[config.mk]
export PLATFORM = sky130hd
export DESIGN_NAME = ld_hazard_gate
export DESIGN_NICKNAME = d
export VERILOG_FILES = /design/src/rtl/ldg_pkg.sv /design/src/rtl/ldg_age_rank.sv /design/src/rtl/ldg_slot_cmp.sv /design/src/rtl/ldg_any.sv /design/src/rtl/ld_hazard_gate.sv
export SDC_FILE = /design/constraint.sdc
export NUM_CORES = 1
export LEC_CHECK = 0
export ABC_AREA = 1
export ABC_CLOCK_PERIOD_IN_PS = 2300
export BUFFER_PORTS_ARGS = -buffer_cell sky130_fd_sc_hd__buf_2
export CAP_MARGIN = 5
export CORE_AREA = 2 2 124 126
export DETAILED_ROUTE_END_ITERATION = 7
export DIE_AREA = 0 0 126 128
export PLACE_DENSITY = 0.57
export SLEW_MARGIN = 5
export SYNTH_ARGS = -nofsm -noshare
export SYNTH_HDL_FRONTEND = slang
export SYNTH_SLANG_ARGS = --single-unit
[constraint.sdc]
create_clock -name vclk -period 2.3
set_input_delay 0.23 -clock vclk [all_inputs]
set_output_delay 0.23 -clock vclk [all_outputs]
set_load 0.01 [all_outputs]
[src/rtl/ldg_pkg.sv]
package ldg_pkg;

  // Per-slot verdict passed from the slot comparators to the top.
  typedef struct packed {
    logic blocks_load;   // this store forbids the memory read
    logic addr_pending;  // this store is older and its address is unknown
  } slot_verdict_t;

endpackage

[src/rtl/ldg_age_rank.sv]
// Marks which buffer slots precede the load in program order,
// using circular distance from the head slot.
module ldg_age_rank #(
  parameter int DEPTH = 8,
  parameter int TAG_W = $clog2(DEPTH)
) (
  input  logic             clk,
  input  logic             rst_n,
  input  logic [TAG_W-1:0] head_ptr,
  input  logic [TAG_W-1:0] ld_tag,
  output logic [DEPTH-1:0] older
);

  logic [TAG_W-1:0] ld_dist;
  assign ld_dist = ld_tag - head_ptr;

  for (genvar s = 0; s < DEPTH; s++) begin : g_slot
    localparam logic [TAG_W-1:0] SLOT_IDX = TAG_W'(s);
    logic [TAG_W-1:0] slot_dist;
    assign slot_dist = SLOT_IDX - head_ptr;
    assign older[s]  = slot_dist < ld_dist;
  end

  // the load's own slot never counts as older than the load.
  assert_own_slot_not_older_R4: assert property (
    @(posedge clk) disable iff (!rst_n) older[ld_tag] == 1'b0
  );

  // nothing precedes the head entry.
  assert_head_has_no_elders_R8: assert property (
    @(posedge clk) disable iff (!rst_n) (ld_tag == head_ptr) |-> (older == '0)
  );

endmodule

[src/rtl/ldg_slot_cmp.sv]
// One slot's verdict: compare a store's word address against the load.
module ldg_slot_cmp
  import ldg_pkg::*;
#(
  parameter int ADDR_W = 32,
  parameter int OFS_W  = 2
) (
  input  logic              clk,
  input  logic              rst_n,
  input  logic              is_older,
  input  logic              st_live,
  input  logic              st_known,
  input  logic [ADDR_W-1:0] st_addr,
  input  logic [ADDR_W-1:0] ld_addr,
  output slot_verdict_t     verdict
);

  logic word_hit;
  logic relevant;

  assign word_hit = st_addr[ADDR_W-1:OFS_W] == ld_addr[ADDR_W-1:OFS_W];
  assign relevant = is_older & st_live;

  always_comb begin
    verdict.addr_pending = relevant & ~st_known;
    verdict.blocks_load  = relevant & (~st_known | word_hit);
  end

  // a younger or empty slot contributes nothing.
  assert_idle_slot_quiet_R5: assert property (
    @(posedge clk) disable iff (!rst_n)
      (!is_older || !st_live) |-> (verdict == '0)
  );

  // an unresolved address always blocks as well as pends.
  assert_pending_blocks_R2: assert property (
    @(posedge clk) disable iff (!rst_n)
      verdict.addr_pending |-> verdict.blocks_load
  );

endmodule

[src/rtl/ldg_any.sv]
// Wide OR of per-slot flags.
module ldg_any #(
  parameter int N = 8
) (
  input  logic [N-1:0] flags,
  output logic         any
);

  always_comb begin
    any = 1'b0;
    for (int i = 0; i < N; i++) any = any | flags[i];
  end

endmodule

[src/rtl/ld_hazard_gate.sv]
// Decides whether a load may perform its memory read, given the live
// stores in the in-order retirement buffer.
module ld_hazard_gate
  import ldg_pkg::*;
#(
  parameter int DEPTH  = 8,
  parameter int ADDR_W = 32,
  parameter int OFS_W  = 2,
  localparam int TAG_W = $clog2(DEPTH),
  localparam int FLAT_W = DEPTH * ADDR_W
) (
  input  logic              clk,
  input  logic              rst_n,
  input  logic [TAG_W-1:0]  head_ptr,
  input  logic              ld_valid,
  input  logic [TAG_W-1:0]  ld_tag,
  input  logic [ADDR_W-1:0] ld_addr,
  output logic              ld_ready,
  output logic              agen_ok,
  input  logic [DEPTH-1:0]  st_valid,
  input  logic [DEPTH-1:0]  st_addr_known,
  input  logic [FLAT_W-1:0] st_addr
);

  logic [DEPTH-1:0] older;
  logic [DEPTH-1:0] blk_vec;
  logic [DEPTH-1:0] pend_vec;
  logic             any_blk;
  logic             any_pend;

  ldg_age_rank #(.DEPTH(DEPTH), .TAG_W(TAG_W)) u_age (
    .clk      (clk),
    .rst_n    (rst_n),
    .head_ptr (head_ptr),
    .ld_tag   (ld_tag),
    .older    (older)
  );

  for (genvar s = 0; s < DEPTH; s++) begin : g_cmp
    slot_verdict_t v;
    ldg_slot_cmp #(.ADDR_W(ADDR_W), .OFS_W(OFS_W)) u_cmp (
      .clk      (clk),
      .rst_n    (rst_n),
      .is_older (older[s]),
      .st_live  (st_valid[s]),
      .st_known (st_addr_known[s]),
      .st_addr  (st_addr[s*ADDR_W +: ADDR_W]),
      .ld_addr  (ld_addr),
      .verdict  (v)
    );
    assign blk_vec[s]  = v.blocks_load;
    assign pend_vec[s] = v.addr_pending;
  end

  ldg_any #(.N(DEPTH)) u_any_blk  (.flags(blk_vec),  .any(any_blk));
  ldg_any #(.N(DEPTH)) u_any_pend (.flags(pend_vec), .any(any_pend));

  assign ld_ready = ~any_blk;
  assign agen_ok  = ~any_pend;

  // Slot at the head, when the load is not the head itself.
  logic head_match;
  assign head_match = st_valid[head_ptr] && st_addr_known[head_ptr] &&
                      (ld_tag != head_ptr) &&
                      (st_addr[head_ptr*ADDR_W +: ADDR_W] >> OFS_W) ==
                      (ld_addr >> OFS_W);

  assert_head_store_blocks_R1: assert property (
    @(posedge clk) disable iff (!rst_n) head_match |-> !ld_ready
  );

  assert_go_needs_addresses_R2: assert property (
    @(posedge clk) disable iff (!rst_n) ld_ready |-> agen_ok
  );

  assert_empty_buffer_go_R5: assert property (
    @(posedge clk) disable iff (!rst_n)
      (st_valid == '0) |-> (ld_ready && agen_ok)
  );

  assert_load_at_head_go_R8: assert property (
    @(posedge clk) disable iff (!rst_n)
      (ld_tag == head_ptr) |-> (ld_ready && agen_ok)
  );

  assert_steady_inputs_steady_out_R7: assert property (
    @(posedge clk) disable iff (!rst_n)
      ($stable(head_ptr) && $stable(ld_tag) && $stable(ld_addr) &&
       $stable(st_valid) && $stable(st_addr_known) && $stable(st_addr))
      |-> ($stable(ld_ready) && $stable(agen_ok))
  );

  // Valid-qualified transfer is the consumer's concern; keep it observed.
  logic unused_valid;
  assign unused_valid = ld_valid;

endmodule

==> flow_summary.json <==
{
  "met1_usage_pct": 26.39,
  "leakage_nw": 3.183,
  "hold_path.startpoint": "st_addr_known[2]",
  "area_growth_syn_to_layout_pct": 41.30,
  "synth_area_leader_cell": "xnor2_1",
  "synth-compound-area-share_pct": 2.743,
  "grt_overflow_total": 0,
  "combPwrFrac_pct": 100.0,
  "grt_usage_pct": 20.77,
  "layout-drive-gt1-share_pct": 31.74,
  "sw_frac_of_total_pct": 51.05,
  "grt_setup_unrepaired": "yes",
  "antenna_left": 0,
  "fmax_mhz": 412.2,
  "final-seq-area_um2": 0,
  "fin_crit_ns": 2.426,
  "core_um2": 14860,
  "syn-instance-count": 773,
  "post_drt_via_cell_ratio": 4.210,
  "rows": 45,
  "wl_per_cell_um": 14.06,
  "initial_core_util_pct": 27.62,
  "synth_nets": 1097,
  "holdCritPathClass": "in -> out",
  "tightest_slew_ns": 0.3573,
  "drc_errors": 0,
  "synthAdderAreaFrac_pct": 3.536,
  "p_switching_mw": 0.6019,
  "fillers": 1745,
  "synth-simple-area-share_pct": 41.85,
  "startpoint_type": "input pin",
  "worst_hold_slack_ns": 0.9342,
  "die_area_um2": 16130,
  "synth-xor-area-share_pct": 37.98,
  "routed_wirelength_um": 17360,
  "grt_use_met3_pct": 2.588,
  "slowest_stage": "fa_2",
  "final_cell_mix": "buf_2, nand2_1, xnor2_1",
  "status": "finished, violations left",
  "drtIter0Drc": 157,
  "cp.arrival_ns": 2.20,
  "crit_path_max_fanout": 4,
  "required_ns": 2.07,
  "synthTopCellsByArea": "xnor2_1, nand2_1, inv_1",
  "max_cap_viol_count": 0,
  "portBuffers": 294,
  "finalHoldViolations": 0,
  "die-height_um": 128,
  "post_synth.cell_area_avg_um2": 5.311,
  "synth_top_area_share_pct": 30.08,
  "crit_family": "adder cells",
  "crit_buf_inv": 6,
  "yosys.cell_types.count": 29,
  "whs_path_depth": 6,
  "final_util_pct": 39.02,
  "violations": "negative setup slack",
  "crit_top_cell": "nand2_1",
  "synth_top_family_by_area": "simple AND/OR/NAND/NOR gates",
  "via_count": 5199,
  "slew_headroom_pct": 76.00,
  "gp_congestion": 0.8631,
  "fin_ws_ns": -0.1261,
  "power_density_nw_per_um2": 203.2,
  "finalNetCount": 1372,
  "die_w_um": 126,
  "max_stage_delay_ns": 0.54,
  "grt_max_degree": 12,
  "period_share_pct": 105.5,
  "min_to": "ld_ready",
  "path_class": "in -> out",
  "use_met2_pct": 39.18,
  "p_int_mw": 0.5771,
  "seqPwrFrac_pct": 0,
  "grt_pass1_wl_um": 26340,
  "end_kind": "primary output",
  "layout_commonest_cell": "buf_2",
  "hpwl_um": 15520,
  "setup_viol": 2,
  "critical_path.cell_chain": "buf_6 -> inv_2 -> nand2_2 -> fa_2 -> inv_4 -> ha_4 -> inv_2 -> nand2_1 -> a21oi_1 -> nor2_1 -> nand3_1 -> nand2_1 -> inv_1 -> nand2_1 -> a21oi_2 -> nand2_1 -> nor2_2 -> buf_2",
  "clockBufferCount": 0,
  "antenna_found_initial": 0,
  "seq_area_frac_synth_pct": 0,
  "synth_mux_area_share_pct": 0,
  "ir_drop_mv": 0.08552,
  "p_clk_share_pct": 0,
  "ys_warn_count": 0,
  "busiest_layer": "met2",
  "first_pass_iters": 4,
  "io_pins": 315,
  "synth_area_um2": 4105,
  "drv_slew": 0,
  "grt_pass1_vias": 5042,
  "seq_cells": 0
}
-- tightest hold or removal path: stages --
cell and delay [ns]:
buf_2 0.12, nand2_1 0.08, a21oi_2 0.05, nand2_1 0.06, nor2_2 0.04, buf_2 0.13
-- logic make-up after synthesis --
kind of cell / after synthesis
compound gates: 19
xor+xnor: 178
fa+ha+maj: 11
buf+inv: 133
simple gates: 432
-- per-layer routing --
metal  up-vias  share of wire, %
li1       2821                 -
met1      2165                42
met2       207                50
met3         6               7.2
met4         0              0.49
met5         -                 0
-- cell usage after synthesis (2+ instances only) --
master	count
nor2_1	95
nand2_1	282
nand3_1	29
or2_2	2
buf_4	7
o21ai_0	7
ha_1	10
nand4_1	8
xor2_1	37
xnor2_1	141
inv_1	97
inv_2	5
a21boi_0	2
a21oi_1	4
nor3_1	5
buf_2	22
or2_1	7
o22ai_1	2
-- per-stage QoR --
stage                     setup TNS [ns]  instances  instance area (um2)  power, mW  worst slack (ns)
after global routing             -0.5481       1234                 5798      1.336           -0.3077
after floorplan                        0        773                 4105     0.6893            0.1049
after CTS                        -0.2770       1234                 5758      1.177           -0.1437
after detailed placement         -0.5998       1233                 5692      1.132           -0.3309
final                            -0.2512       1235                 5801      1.179           -0.1261
after global placement           -0.4757       1233                 5692      1.123           -0.2663
-- area by class of cell --
class | count | area, um2 | area share, %
repair buffers | 304 | 1553 | 26.77
inverters | 102 | 385.4 | 6.644
diodes | 1 | 2.502 | 0.04314
multi-input cells | 640 | 3625 | 62.49
well taps | 188 | 235.2 | 4.055
-- worst max path at each step --
stage / from / endpoint / cells past startpoint
after floorplan: ld_tag[0] / ld_ready / 17
after global placement: ld_tag[0] / ld_ready / 17
after detailed placement: ld_tag[0] / ld_ready / 17
after CTS: ld_tag[0] / ld_ready / 19
after global routing: ld_tag[0] / ld_ready / 20
final: ld_tag[0] / ld_ready / 18
-- power by group through the flow --
stage                 Clock (mW)  Sequential [mW]  Combinational, mW
finish              0.0000000583                0               1.18
global placement               0                0               1.12
floorplan                      0                0              0.689
CTS                            0                0               1.18
detailed placement             0                0               1.13
global route                   0                0               1.34
-- timing repair --
item                                    CTS  global route
setup buffers                             1             0
hold buffers                              0             0
pin swaps                                 8             4
resized for setup                        19             6
endpoints found under the setup margin    2             2
No activity file was read; power rests on OpenSTA's default activity.
